[config.mk]
export PLATFORM = sky130hd
export DESIGN_NAME = host_bus_detect
export DESIGN_NICKNAME = d
export VERILOG_FILES = /design/src/rtl/hbd_pkg.sv /design/src/rtl/hbd_rst_sync.sv /design/src/rtl/hbd_sync.sv /design/src/rtl/hbd_mode_track.sv /design/src/rtl/hbd_strobe_dec.sv /design/src/rtl/host_bus_detect.sv
export SDC_FILE = /design/constraint.sdc
export NUM_CORES = 1
export LEC_CHECK = 0
export ABC_AREA = 1
export BUFFER_PORTS_ARGS = -buffer_cell sky130_fd_sc_hd__buf_2
export CAP_MARGIN = 20
export CORE_AREA = 2 2 39 41
export DETAILED_ROUTE_END_ITERATION = 16
export DIE_AREA = 0 0 41 43
export SLEW_MARGIN = 20
export SYNTH_ARGS = -nofsm -noshare
export SYNTH_HDL_FRONTEND = slang
export SYNTH_SLANG_ARGS = --single-unit
[constraint.sdc]
create_clock -name clk -period 0.8 [get_ports clk]
set_input_delay 0.12 -clock clk [delete_from_list [all_inputs] [get_ports clk]]
set_output_delay 0.12 -clock clk [all_outputs]
set_load 0.01 [all_outputs]
[src/rtl/hbd_pkg.sv]
package hbd_pkg;
  localparam int unsigned PIN_W = 5;

  typedef struct packed {
    logic cs_n;
    logic a_n;
    logic b_n;
    logic a0;
    logic ale;
  } pins_t;

  localparam pins_t PINS_IDLE = '{cs_n: 1'b1, a_n: 1'b1, b_n: 1'b1, a0: 1'b0, ale: 1'b0};
endpackage

[src/rtl/hbd_rst_sync.sv]
module hbd_rst_sync #(
  parameter int unsigned STAGES = 2
) (
  input  logic clk,
  input  logic rst_n,
  output logic rst_n_sync
);
  logic [STAGES-1:0] chain_q;

  always_ff @(posedge clk or negedge rst_n) begin
    if (!rst_n) chain_q <= '0;
    else        chain_q <= {chain_q[STAGES-2:0], 1'b1};
  end

  assign rst_n_sync = chain_q[STAGES-1];
endmodule

[src/rtl/hbd_sync.sv]
module hbd_sync #(
  parameter int unsigned W       = 5,
  parameter int unsigned STAGES  = 2,
  parameter logic [W-1:0] RST_VAL = '0
) (
  input  logic         clk,
  input  logic         rst_n,
  input  logic [W-1:0] d,
  output logic [W-1:0] q
);
  logic [W-1:0] stage_q [STAGES];

  generate
    for (genvar s = 0; s < STAGES; s++) begin : g_stage
      if (s == 0) begin : g_first
        always_ff @(posedge clk or negedge rst_n) begin
          if (!rst_n) stage_q[s] <= RST_VAL;
          else        stage_q[s] <= d;
        end
      end else begin : g_next
        always_ff @(posedge clk or negedge rst_n) begin
          if (!rst_n) stage_q[s] <= RST_VAL;
          else        stage_q[s] <= stage_q[s-1];
        end
      end
    end
  endgenerate

  assign q = stage_q[STAGES-1];
endmodule

[src/rtl/hbd_mode_track.sv]
module hbd_mode_track
  import hbd_pkg::*;
(
  input  logic  clk,
  input  logic  rst_n,
  input  pins_t pins,
  output logic  style_nx,
  output logic  style_q,
  output logic  demux_q,
  output logic  locked_q
);
  logic cs_act, a_act, b_act;
  logic access, ds_seen, demux_seen, rd_seen;
  logic demux_nx, locked_nx, upd_en;

  always_comb begin
    cs_act     = ~pins.cs_n;
    a_act      = ~pins.a_n;
    b_act      = ~pins.b_n;
    access     = cs_act & (a_act | b_act);
    ds_seen    = cs_act & a_act & b_act;
    demux_seen = access & pins.a0 & ~pins.ale;
    rd_seen    = cs_act & a_act & ~b_act;
    upd_en     = ~locked_q;
    style_nx   = upd_en ? (style_q | ds_seen)    : style_q;
    demux_nx   = upd_en ? (demux_q | demux_seen) : demux_q;
    locked_nx  = locked_q | rd_seen;
  end

  always_ff @(posedge clk or negedge rst_n) begin
    if (!rst_n) begin
      style_q  <= 1'b0;
      demux_q  <= 1'b0;
      locked_q <= 1'b0;
    end else if (upd_en) begin
      style_q  <= style_nx;
      demux_q  <= demux_nx;
      locked_q <= locked_nx;
    end
  end
endmodule

[src/rtl/hbd_strobe_dec.sv]
module hbd_strobe_dec
  import hbd_pkg::*;
(
  input  logic  clk,
  input  logic  rst_n,
  input  pins_t pins,
  input  logic  style_nx,
  output logic  rd_q,
  output logic  wr_q
);
  logic rd_nx, wr_nx, wr_sep, wr_ds;

  always_comb begin
    rd_nx  = ~pins.cs_n & ~pins.a_n &  pins.b_n;
    wr_sep = ~pins.cs_n &  pins.a_n & ~pins.b_n;
    wr_ds  = ~pins.cs_n & ~pins.a_n & ~pins.b_n;
    wr_nx  = style_nx ? wr_ds : wr_sep;
  end

  always_ff @(posedge clk or negedge rst_n) begin
    if (!rst_n) begin
      rd_q <= 1'b0;
      wr_q <= 1'b0;
    end else begin
      rd_q <= rd_nx;
      wr_q <= wr_nx;
    end
  end
endmodule

[src/rtl/host_bus_detect.sv]
module host_bus_detect
  import hbd_pkg::*;
#(
  parameter int unsigned SYNC_STAGES = 2
) (
  input  logic clk,
  input  logic rst_n,
  input  logic cs_n,
  input  logic strb_a_n,
  input  logic strb_b_n,
  input  logic a0,
  input  logic ale,
  output logic style_ds,
  output logic bus_demux,
  output logic modes_locked,
  output logic int_rd,
  output logic int_wr
);
  localparam logic [PIN_W-1:0] IDLE_VEC = PINS_IDLE;

  logic             core_rst_n;
  logic [PIN_W-1:0] raw_vec, sync_vec;
  pins_t            pins_s;
  logic             style_nx;

  assign raw_vec = {cs_n, strb_a_n, strb_b_n, a0, ale};
  assign pins_s  = pins_t'(sync_vec);

  hbd_rst_sync #(.STAGES(2)) u_rst (
    .clk(clk), .rst_n(rst_n), .rst_n_sync(core_rst_n)
  );

  hbd_sync #(.W(PIN_W), .STAGES(SYNC_STAGES), .RST_VAL(IDLE_VEC)) u_sync (
    .clk(clk), .rst_n(core_rst_n), .d(raw_vec), .q(sync_vec)
  );

  hbd_mode_track u_track (
    .clk(clk), .rst_n(core_rst_n), .pins(pins_s), .style_nx(style_nx),
    .style_q(style_ds), .demux_q(bus_demux), .locked_q(modes_locked)
  );

  hbd_strobe_dec u_dec (
    .clk(clk), .rst_n(core_rst_n), .pins(pins_s), .style_nx(style_nx),
    .rd_q(int_rd), .wr_q(int_wr)
  );
endmodule

== Word-level counts from Yosys, hierarchy flattened ==
Index checks and enable logic that the tools add are counted.
Cells by class
  multiplexer cells: 3
  bitwise operators: 16
Operator list (number)
  AND 1 bit: 8
  inverter 1 bit: 4
  bitwise OR 1 bit: 4
  two-way mux 1 bit: 3
Word-level totals
  bits in registers: 17
  output and inout bits: 5
  word-level logic and storage cells: 27

== Depth between registers and ports, before layout ==
  word-level depth: 6
  depth in mapped cells: 5

== Hierarchy ==
From an unflattened synthesis, not the netlist that was laid out.
Second synthesis, totals
  cells, all modules: 43
  area, all modules: 563.0 um^2
Modules (own cells, without submodules)
  hbd_sync: instances 1, cells an instance 15, area an instance 295.3 um^2, seq. area each 257.7 um^2
  hbd_mode_track: instances 1, cells an instance 17, area an instance 135.1 um^2, seq. area each 75.1 um^2
  hbd_strobe_dec: instances 1, cells an instance 8, area an instance 78.8 um^2, seq. area each 50.0 um^2
  hbd_rst_sync: instances 1, cells an instance 3, area an instance 53.8 um^2, seq. area each 50.0 um^2

== Worst setup path after synthesis ==
No wires, ideal clock.
  kind: register to register
  start point: register u_sync.stage_q, in the netlist u_sync.q[4]
  end point: register u_dec.wr_q
  setup time: 121 ps
  arrival time: 758 ps
  required time: 679 ps
  path slack: -80 ps
  stages on the path, launching flop included: 6
  buffers on the path: 0
  path through: dfstp_2 -> inv_1 -> nand2_1 -> nor2_1 -> nand3_1 -> nand2_1
On the way
  cells in the longest elaborated chain, start to end: 6
RTL lines
  start: declaration: RTL line hbd_sync.sv:11  | logic [W-1:0] stage_q [STAGES];
  start signal: indexed assignment: RTL line hbd_sync.sv:23  | else stage_q[s] <= stage_q[s-1];
  inverter 1 bit *: RTL line hbd_mode_track.sv:17, hbd_strobe_dec.sv:15, hbd_strobe_dec.sv:16
  AND 1 bit (2 in a row): RTL line hbd_mode_track.sv:21, hbd_strobe_dec.sv:16
  bitwise OR 1 bit: RTL line hbd_mode_track.sv:25  | style_nx = upd_en ? (style_q | ds_seen) : style_q;
  two-way mux 1 bit: RTL line hbd_mode_track.sv:25
  two-way mux 1 bit *: RTL line hbd_strobe_dec.sv:17  | wr_nx = style_nx ? wr_ds : wr_sep;
  via u_dec.wr_nx: RTL line hbd_strobe_dec.sv:11  | logic rd_nx, wr_nx, wr_sep, wr_ds;
  end signal: assignment: RTL line hbd_strobe_dec.sv:26  | wr_q <= wr_nx;
  end: declaration: RTL line hbd_strobe_dec.sv:9  | output logic wr_q
The timed path passes the listed nets; every way through them passes the cells marked *.
A chain may end at the register's enable or synchronous reset.

== Worst setup path in the final report ==
  start point: register u_track.style_q
  end point: output port style_ds
RTL lines
  start: declaration: RTL line hbd_mode_track.sv:8  | output logic style_q,
  start signal: assignment: RTL line hbd_mode_track.sv:36  | style_q <= style_nx;
  end: declaration: RTL line host_bus_detect.sv:13  | output logic style_ds,
No word-level cell between the ends.

==> results.yml <==
global_route:
  first_global_vias: 302
  grt_pass1_wl_um: 1090
  track_usage_pct: 9.78
  gr-total-overflow: 0
  antenna_found_initial: 0
  grt_max_degree: 11
routing:
  antenna_left: 0
  num_vias: 324
  firstDrtPassIters: 1
  drc_errors: 0
  wirelength_um: 667
  drtIter0Drc: 0
  wl_per_cell_um: 8.44
  vias_per_cell: 4.10
clocking:
  htree_levels: 1
  cts_made_buffers: 3
  cts_sinks: 17
  cts_tree: "built"
  cts_max_path_buffers: 2
  clockRootBuffer: "clkbuf_4"
  cts.reportedPaths.clkPinSlew_ps: 90
  clk_latency_ps: 280
flow_run:
  drv_cap: 0
floorplan:
  ios: 12
  fp.dieArea_mm2: 0.00176
  rows: 14
  dieHeight_um: 43
  coreArea_mm2: 0.00138
  die_width_um: 41
  start_util_pct: 38.6
setup_path:
  end_kind: "primary output"
  reg2reg_depth: 5
  worstPathMaxFanout: 2
  critical_path.slowest_cell: "dfrtp_1"
  start_kind: "flop"
  cp.arrival_ps: 800
  path_buf_inv: 1
  reg2reg_to: "u_dec.wr_q"
  startpoint: "u_track.style_q"
  critPathMaxStageDelay_ps: 380
  crit_family: "flip-flops"
  cp_cell_sequence: "buf_2"
  r2r_slack_ps: -120
  critPathKind: "reg -> out"
  r2r_start: "u_sync.q[4]"
  required_ps: 680
timing:
  fin_crit_sh_pct: 115
  worst_clock_skew_ps: 1.22
  max_clock_freq_mhz: 1090
  worst_slack_ps: -121
  whs_ps: 135
  fin_crit_ps: 921
  final.setup.tns_ps: -818
  finalHoldViolations: 0
  rsz0062_at_grt: "true"
  drv_slew: 0
  setup_viol: 10
final_layout:
  syn_to_final_growth_pct: 37.2
  drive_gt1_share_pct: 49.2
  antennaDiodeCount: 0
  fillers: 121
  fin_nets: 71
  final_util_pct: 53.0
power_and_ir_drop:
  switching_share_pct: 22.6
  clock_power_share_pct: 27.8
  p_switching_uw: 354
  power.leakage_nw: 0.363
  p_int_mw: 1.21
  ir_drop_v: 0.00129
  p_per_area_mw_per_mm2: 2130
  design_power_total_mw: 1.56
  pwr-share-comb_pct: 11.2
  p_seq_share_pct: 61.0
worst_hold_path:
  hold_class: "in -> async"
logic_synthesis:
  syn_inst: 38
  ys_types: 12
  synth-seq-cells: 17
  synth_fp_nets: 45
  ys_warn_count: 0
  synth_sequential_area_ratio_pct: 81.0
  synth_area_um2: 534
  syn_avg_cell_area_um2: 14.1
placement:
  port_buffers: 11
  place_congestion: 0.655
  hpwlAfterDp_um: 475
outcome:
  violations: "negative setup slack"
  outcome: "finished with violations"
==> placed cells by master, fill, tap and decap left out, types with 2 or more instances in the layout <==
cell type | netlist | layout
buf_2 | 0 | 11
buf_4 | 0 | 4
clkbuf_4 | 0 | 3
dfrtp_1 | 11 | 11
dfstp_2 | 6 | 6
dlygate4sd3_1 | 0 | 6
inv_1 | 6 | 4
inv_2 | 0 | 2
nand2_1 | 5 | 5
nor2_1 | 3 | 2
==> layer usage <==
| layer | up-vias | part of all wire (%) | GRT usage [%] |
|---|---|---|---|
| met2 | 9 | 50 | 14.1 |
| met3 | 0 | 5.2 | 3.14 |
| met5 | - | 0 | 0 |
| met4 | 0 | 0 | 8.00 |
| met1 | 152 | 45 | 11.2 |
| li1 | 163 | - | - |
==> power by group through the flow <==
stage                     clock [mW]  sequential, mW  combinational (mW)
after floorplan                    0           0.996              0.0364
after global placement             0           0.972               0.119
after detailed placement           0           0.974               0.121
after CTS                      0.463           0.955               0.178
after global routing           0.509           0.965               0.195
final                          0.435           0.955               0.175
==> sequential cells by signal (all words and copies together) (netlist names) <==
| name | count |
|---|---|
| u_track.style_q | 1 |
| u_rst.chain_q | 2 |
| u_dec.rd_q | 1 |
| u_sync.stage_q | 5 |
| u_dec.wr_q | 1 |
| u_track.locked_q | 1 |
| u_sync.q | 5 |
| u_track.demux_q | 1 |
==> cell usage after synthesis <==
master	n	area share [%]
nor2_1	3	2.1
o21ai_1	1	0.94
nor2_4	1	2.1
dfrtp_1	11	52
o211ai_1	1	1.4
nand3_1	1	0.94
conb_1	1	0.70
nand3_2	1	1.9
nand4_1	1	1.2
nand2_1	5	3.5
inv_1	6	4.2
dfstp_2	6	30
==> how the worst max path moves through the flow <==
stage | cells past startpoint | slack [ps] | endpoint
floorplan | 5 | -70 | u_dec.wr_q
global placement | 5 | -100 | u_dec.wr_q
detailed placement | 5 | -110 | u_dec.wr_q
CTS | 1 | -140 | style_ds
global route | 1 | -190 | modes_locked
finish | 1 | -120 | style_ds
==> per-stage QoR <==
stage | std cells | worst slack [ps] | cell area, um2
final | 79 | -121 | 733
after global routing | 79 | -186 | 733
after CTS | 79 | -138 | 727
after detailed placement | 67 | -115 | 624
after global placement | 67 | -102 | 624
after floorplan | 38 | -66.7 | 534
==> what timing repair did <==
item | 4_1_cts | 5_1_grt
gates resized for setup | 1 | 2
endpoints found under the setup margin | 10 | 10
hold endpoints to repair | 7 | 0
pin swaps | 3 | 3
hold buffers | 6 | 0
buffers inserted | 2 | 0
==> kinds of logic (layout without fill, tap and decap cells) <==
family | Yosys count | in the layout | synth area share, %
compound gates | 2 | 2 | 2.34
flops | 17 | 17 | 81.0
buf+inv | 6 | 31 | 4.22
other cells | 1 | 1 | 0.702
simple gates | 12 | 12 | 11.7
==> final cells by class <==
class                   instances  area [um2]  area share (%)
flip-flops and latches         17         433            59.0
repair buffers                 21         145            19.8
multi-input cells              15        85.1            11.6
clock buffers                   3        22.5            3.07
inverters                       6        22.5            3.07
well taps                      16        20.0            2.73
clock inverters                 1        5.00           0.683
Note: power is estimated with default switching activity, not from simulation.
